### src/rtl/bch_syn_pkg.sv
package bch_syn_pkg;

    localparam int BEAT_BITS = 4;

    typedef struct packed {
        logic                 valid;
        logic                 last;
        logic [BEAT_BITS-1:0] bits;
    } beat_t;

    // Mask of the low m bits.
    function automatic logic [31:0] field_mask(input int m);
        return 32'((64'd1 << m) - 64'd1);
    endfunction

    // Elaboration-time field product for constant derivation.
    function automatic logic [31:0] const_mul(input logic [31:0] a,
                                              input logic [31:0] b,
                                              input int          m,
                                              input logic [31:0] poly);
        logic [31:0] p;
        logic [31:0] mask;
        logic        msb;
        mask = field_mask(m);
        p    = '0;
        for (int i = 31; i >= 0; i--) begin
            if (i < m) begin
                msb = p[m-1];
                p   = (p << 1) & mask;
                if (msb) p = p ^ (poly & mask);
                if (b[i]) p = p ^ (a & mask);
            end
        end
        return p;
    endfunction

    // alpha^e in polynomial basis, alpha = x.
    function automatic logic [31:0] alpha_pow(input logic [31:0] e,
                                              input int          m,
                                              input logic [31:0] poly);
        logic [31:0] ord;
        logic [31:0] ee;
        logic [31:0] r;
        logic [31:0] b;
        ord = field_mask(m);
        ee  = e % ord;
        r   = 32'd1;
        b   = 32'd2;
        for (int i = 0; i < 32; i++) begin
            if (ee[i]) r = const_mul(r, b, m, poly);
            b = const_mul(b, b, m, poly);
        end
        return r;
    endfunction

    // Odd factor of a positive index.
    function automatic int odd_part(input int j);
        int v;
        v = j;
        for (int i = 0; i < 32; i++) begin
            if ((v % 2) == 0 && v != 0) v = v / 2;
        end
        return v;
    endfunction

    // Number of factors of two in a positive index.
    function automatic int two_exp(input int j);
        int v;
        int k;
        v = j;
        k = 0;
        for (int i = 0; i < 32; i++) begin
            if ((v % 2) == 0 && v != 0) begin
                v = v / 2;
                k = k + 1;
            end
        end
        return k;
    endfunction

endpackage

### src/rtl/bch_gf_mult.sv
module bch_gf_mult #(
    parameter int          M    = 16,
    parameter int unsigned POLY = 32'h1100B
) (
    input  logic [M-1:0] a,
    input  logic [M-1:0] b,
    output logic [M-1:0] y
);

    localparam logic [M-1:0] RED = M'(POLY);

    // Shift-and-add product, reduced one step per bit of b.
    always_comb begin
        logic [M-1:0] p;
        p = '0;
        for (int i = M - 1; i >= 0; i--) begin
            p = {p[M-2:0], 1'b0} ^ (p[M-1] ? RED : '0);
            if (b[i]) p = p ^ a;
        end
        y = p;
    end

endmodule

### src/rtl/bch_gf_sqr_chain.sv
module bch_gf_sqr_chain #(
    parameter int          M    = 16,
    parameter int unsigned POLY = 32'h1100B,
    parameter int          K    = 1
) (
    input  logic [M-1:0] a,
    output logic [M-1:0] y
);

    localparam logic [M-1:0] RED = M'(POLY);

    // K successive squarings: y = a^(2^K).
    always_comb begin
        logic [M-1:0] v;
        logic [M-1:0] p;
        v = a;
        for (int s = 0; s < K; s++) begin
            p = '0;
            for (int i = M - 1; i >= 0; i--) begin
                p = {p[M-2:0], 1'b0} ^ (p[M-1] ? RED : '0);
                if (v[i]) p = p ^ v;
            end
            v = p;
        end
        y = v;
    end

endmodule

### src/rtl/bch_syn_odd_acc.sv
module bch_syn_odd_acc #(
    parameter int          M    = 16,
    parameter int unsigned POLY = 32'h1100B,
    parameter int          J    = 1
) (
    input  logic                             clk,
    input  logic                             rst,
    input  logic                             beat_valid,
    input  logic                             beat_first,
    input  logic [bch_syn_pkg::BEAT_BITS-1:0] beat_bits,
    output logic [M-1:0]                     acc,
    output logic [M-1:0]                     acc_nxt
);

    localparam logic [M-1:0] W1 = M'(bch_syn_pkg::alpha_pow(32'(J), M, POLY));
    localparam logic [M-1:0] W2 = M'(bch_syn_pkg::alpha_pow(32'(2 * J), M, POLY));
    localparam logic [M-1:0] W3 = M'(bch_syn_pkg::alpha_pow(32'(3 * J), M, POLY));
    localparam logic [M-1:0] W4 = M'(bch_syn_pkg::alpha_pow(32'(4 * J), M, POLY));

    logic [M-1:0] base;
    logic [M-1:0] shifted;

    // A first beat starts from zero instead of the previous word's value.
    assign base = beat_first ? '0 : acc;

    bch_gf_mult #(.M(M), .POLY(POLY)) u_step (
        .a (base),
        .b (W4),
        .y (shifted)
    );

    always_comb begin
        acc_nxt = shifted
                ^ (beat_bits[3] ? W3 : '0)
                ^ (beat_bits[2] ? W2 : '0)
                ^ (beat_bits[1] ? W1 : '0)
                ^ {{(M-1){1'b0}}, beat_bits[0]};
    end

    always_ff @(posedge clk) begin
        if (rst) begin
            acc <= '0;
        end else if (beat_valid) begin
            acc <= acc_nxt;
        end
    end

    assert_hold_R5: assert property (@(posedge clk) disable iff (rst)
        !beat_valid |=> $stable(acc));

    assert_first_clear_R4: assert property (@(posedge clk) disable iff (rst)
        (beat_valid && beat_first && beat_bits == '0) |=> (acc == '0));

endmodule

### src/rtl/bch_syn_ctrl.sv
module bch_syn_ctrl (
    input  logic clk,
    input  logic rst,
    input  logic beat_valid,
    input  logic beat_last,
    output logic beat_first,
    output logic done
);

    logic await_first;

    always_ff @(posedge clk) begin
        if (rst) begin
            await_first <= 1'b1;
            done        <= 1'b0;
        end else begin
            done <= beat_valid && beat_last;
            if (beat_valid) await_first <= beat_last;
        end
    end

    assign beat_first = beat_valid && await_first;

    assert_done_single_R3: assert property (@(posedge clk) disable iff (rst)
        (done && !(beat_valid && beat_last)) |=> !done);

    assert_first_after_done_R4: assert property (@(posedge clk) disable iff (rst)
        (done && beat_valid) |-> beat_first);

endmodule

### src/rtl/bch_syndrome4.sv
module bch_syndrome4 #(
    parameter int          M    = 16,
    parameter int unsigned POLY = 32'h1100B,
    parameter int          T    = 4
) (
    input  logic               clk,
    input  logic               rst,
    input  logic               in_valid,
    input  logic               in_last,
    input  logic [3:0]         in_bits,
    output logic [2*T*M-1:0]   syn_out,
    output logic               syn_done,
    output logic               syn_zero
);

    import bch_syn_pkg::*;

    localparam int NSYN  = 2 * T;
    localparam int SYN_W = NSYN * M;

    beat_t        beat;
    logic         first;
    logic [M-1:0] odd_acc [T];
    logic [M-1:0] odd_nxt [T];
    logic         nxt_nonzero;

    assign beat = {in_valid, in_last, in_bits};

    bch_syn_ctrl u_ctrl (
        .clk        (clk),
        .rst        (rst),
        .beat_valid (beat.valid),
        .beat_last  (beat.last),
        .beat_first (first),
        .done       (syn_done)
    );

    for (genvar i = 0; i < T; i++) begin : g_acc
        bch_syn_odd_acc #(.M(M), .POLY(POLY), .J(2 * i + 1)) u_acc (
            .clk        (clk),
            .rst        (rst),
            .beat_valid (beat.valid),
            .beat_first (first),
            .beat_bits  (beat.bits),
            .acc        (odd_acc[i]),
            .acc_nxt    (odd_nxt[i])
        );
    end

    for (genvar j = 1; j <= NSYN; j++) begin : g_syn
        if ((j % 2) == 1) begin : g_odd
            assign syn_out[(j-1)*M +: M] = odd_acc[(j-1)/2];
        end else begin : g_even
            localparam int SRC = (odd_part(j) - 1) / 2;
            localparam int NSQ = two_exp(j);
            bch_gf_sqr_chain #(.M(M), .POLY(POLY), .K(NSQ)) u_sq (
                .a (odd_acc[SRC]),
                .y (syn_out[(j-1)*M +: M])
            );
        end
    end

    // Even syndromes are squares of odd ones, so the odd set decides the flag.
    always_comb begin
        nxt_nonzero = 1'b0;
        for (int i = 0; i < T; i++) begin
            nxt_nonzero = nxt_nonzero | (odd_nxt[i] != '0);
        end
    end

    always_ff @(posedge clk) begin
        if (rst) begin
            syn_zero <= 1'b0;
        end else if (beat.valid && beat.last) begin
            syn_zero <= !nxt_nonzero;
        end
    end

    assert_zero_flag_R7: assert property (@(posedge clk) disable iff (rst)
        syn_done |-> (syn_zero == (syn_out == SYN_W'(0))));

    assert_flag_hold_R7: assert property (@(posedge clk) disable iff (rst)
        !(in_valid && in_last) |=> $stable(syn_zero));

endmodule

### config.mk
export PLATFORM = sky130hd
export DESIGN_NAME = bch_syndrome4
export DESIGN_NICKNAME = d
export VERILOG_FILES = /design/src/rtl/bch_syn_pkg.sv /design/src/rtl/bch_gf_mult.sv /design/src/rtl/bch_gf_sqr_chain.sv /design/src/rtl/bch_syn_odd_acc.sv /design/src/rtl/bch_syn_ctrl.sv /design/src/rtl/bch_syndrome4.sv
export SDC_FILE = /design/constraint.sdc
export NUM_CORES = 1
export LEC_CHECK = 0
export BUFFER_PORTS_ARGS = -buffer_cell sky130_fd_sc_hd__buf_2
export CORE_ASPECT_RATIO = 0.9
export CORE_UTILIZATION = 55
export CTS_CLUSTER_SIZE = 24
export DETAILED_ROUTE_END_ITERATION = 7
export PLACE_DENSITY = 0.78
export SYNTH_ARGS = -nofsm -noshare
export SYNTH_HDL_FRONTEND = slang
export SYNTH_SLANG_ARGS = --single-unit
### constraint.sdc
create_clock -name clk -period 4.7 [get_ports clk]
set_input_delay 0.47 -clock clk [delete_from_list [all_inputs] [get_ports clk]]
set_output_delay 0.47 -clock clk [all_outputs]
set_load 0.02 [all_outputs]
==> metrics <==
drt wl/cell approximately 18 um; Max clock buf depth 2; Slew HR 0.4533; vias in the first global route about 5.3k; Synthesized Nets around 750; Clock Sinks 67; Initial Util 0.5749; Yosys warning count 0; fin nets about 840; core area about 12000 um^2; post-synthesis cell count 740; met2 Use GR 0.4958; critical path peak fanout 12; Pleak approximately 3.5 nW; CTS tree yes; ANT nets after route 0; r2r setup slk 1330 ps; HPWL after detailed placement roughly 14 mm; crit end category output port; critical path arrival 4040 ps; register area share after synthesis 0.2008; min Tclk post-route between 4000 and 5000 ps; Core Rows 37; post-synth cell types between 50 and 60; GPL Wtd Cong approximately 0.9; I/O pin count around 140; Critical Path RT between 4000 and 5000 ps; pin count of the biggest net entering global routing 67; min-delay src in_last; Final Cycle Share 0.9599; H-tree depth 3; Post-Syn Area around 6700 um^2; clk_lat worst skew ~340 ps; most frequent cells after synthesis xnor2_1, xor2_1, nor2_1; worst hold slack between 400 and 500 ps; EDFF count, synth 0; WS Path Type register to output port; post-CTS setup buffer count 0; HP Class input pin to register; drt pass-1 iters 5; root buf cell clkbuf_16; first-pass GRT wire length 28.65 mm; area growth from synthesis to layout 14.70%; antenna fix cells 0; DIE HEIGHT approximately 110 um; Mean Syn Cell Area about 9 um^2; max-slew violation count 0; share of layout cells above drive strength 1 0.2115; reg2reg start g_acc[1].u_acc.acc[13]; Non-Filler Instances around 990; Least-Margin Pin Slew a little over 800 ps; top cells by area, synth xnor2_1, dfxtp_1, xor2_1; share of the synthesized area in the top cell type 0.2373; vias per cell 5.706; # setup viols final 0; Routed WL about 18 mm; total CTS buffers 9; hold path cells 3; Startpoint Class register; most numerous cell in the Yosys netlist xnor2_1; Worst-path clk slew ~50 ps; IO buf count around 140; Starting DRT DRC Count 461; Final Util 0.6594; grt peak-use layer met2; placed insts approximately 980; # Max-Cap Violations 0; Die ar. 12590 um^2; gr usage total 0.2890; Reg2Reg Depth 7; M1 GR Usage 0.3764; flops & latches, synth 67; Via Count 5666; post-CTS resize count 0; Max Fclk between 0.2 and 0.25 GHz; GRT overflow 0; final setup TNS 0 ps; worst vdd ir roughly 1.1 mV; hold endpoint u_ctrl.await_first; RSZ-0062 raised after global routing false; Post-CTS Hold Fix Bufs 0; status complete, no violations; Final Hold Fails 0; cell taking the most area after synthesis xnor2_1; Die X around 120 um; ys flop type dfxtp_1; FFs w/ async S/R, synth 0; antenna violations before repair 0; skew final slightly below 5 ps; M3 GR Usage 0.04775; PwrDens between 800 and 900 nW/um^2; # DRC 0; Worst R2R End syn_zero
[cell families after synthesis]
family,synth area share
and+or+nand+nor,0.1139
AOI/OAI and AO/OA,0.1030
adders and majority gates,0.007492
muxes,0.02435
buffers and inverters,0.04402
DFF,0.2008
xor gates and xnor gates,0.5065
[layer usage]
layer | part of all wire | routed length [um]
met4 | 0.013 | 225
met3 | 0.077 | 1380
met5 | 0 | 0
met2 | 0.49 | 8794
met1 | 0.42 | 7510
[worst max path at each step]
stage | from | endpoint | depth (start not counted)
floorplan | g_acc[0].u_acc.acc[12] | syn_out[126] | 10
global route | g_acc[0].u_acc.acc[15] | syn_out[126] | 12
finish | g_acc[0].u_acc.acc[15] | syn_out[126] | 12
detailed placement | g_acc[0].u_acc.acc[12] | syn_out[113] | 10
global placement | g_acc[0].u_acc.acc[12] | syn_out[115] | 10
CTS | g_acc[0].u_acc.acc[12] | syn_out[113] | 10
[flip-flops by register name (all words and copies together) (netlist names)]
signal,cells
g_acc.u_acc.acc,64
syn_zero,1
u_ctrl.done,1
u_ctrl.await_first,1
[final cells by class]
| type | instances | area [um^2] |
|---|---|---|
| multi-input cells | 600 | 5056 |
| fillers | 965 | 3958 |
| flip-flops and latches | 67 | 1343 |
| repair buffers | 143 | 730.7 |
| clock buffers | 12 | 246.5 |
| well taps | 156 | 195.2 |
| clock inverters | 4 | 50.05 |
| inverters | 11 | 41.29 |
[metrics by stage]
step / instance area (um^2) / worst slack [ps] / total power, mW
final: 7662 / 188.5 / 6.300
after global routing: 7662 / 14.49 / 6.700
after CTS: 7650 / 66.89 / 6.255
after detailed placement: 7353 / 455.8 / 5.536
after global placement: 7353 / 649.5 / 5.461
after floorplan: 6680 / 401.8 / 4.682
[worst max-delay path: stages, from the launching register on]
cell and delay, ps:
dfxtp_1 640, ha_1 340, xnor2_1 140, mux2_2 300, xnor3_2 360, xnor3_4 400
xor2_1 400, inv_1 100, ha_1 330, xnor2_1 130, mux2i_1 230, xnor2_1 140
buf_2 180
[cells in the final DEF, fill, tap and decap left out, types with 7 or more instances in the layout]
master,netlist,layout
xnor2_2,7,7
o21ai_0,17,17
clkbuf_16,0,9
xnor3_1,27,27
nor2_1,75,75
a211oi_1,13,13
nand3_1,13,13
xor3_1,8,8
a21oi_1,24,24
or3_1,7,7
mux2i_1,14,14
buf_2,7,137
xor2_1,79,79
a22oi_1,24,24
dfxtp_1,67,66
nand2_1,33,33
inv_1,9,9
xnor2_1,181,181
nor3_1,9,9
[report_power, final]
part           total (mW)  switching (mW)  internal [mW]
combinational        4.74            2.42           2.32
clock               0.673           0.249          0.424
sequential          0.883           0.220          0.663
total                6.30            2.89           3.41
Power figures use the tool's default switching activity.
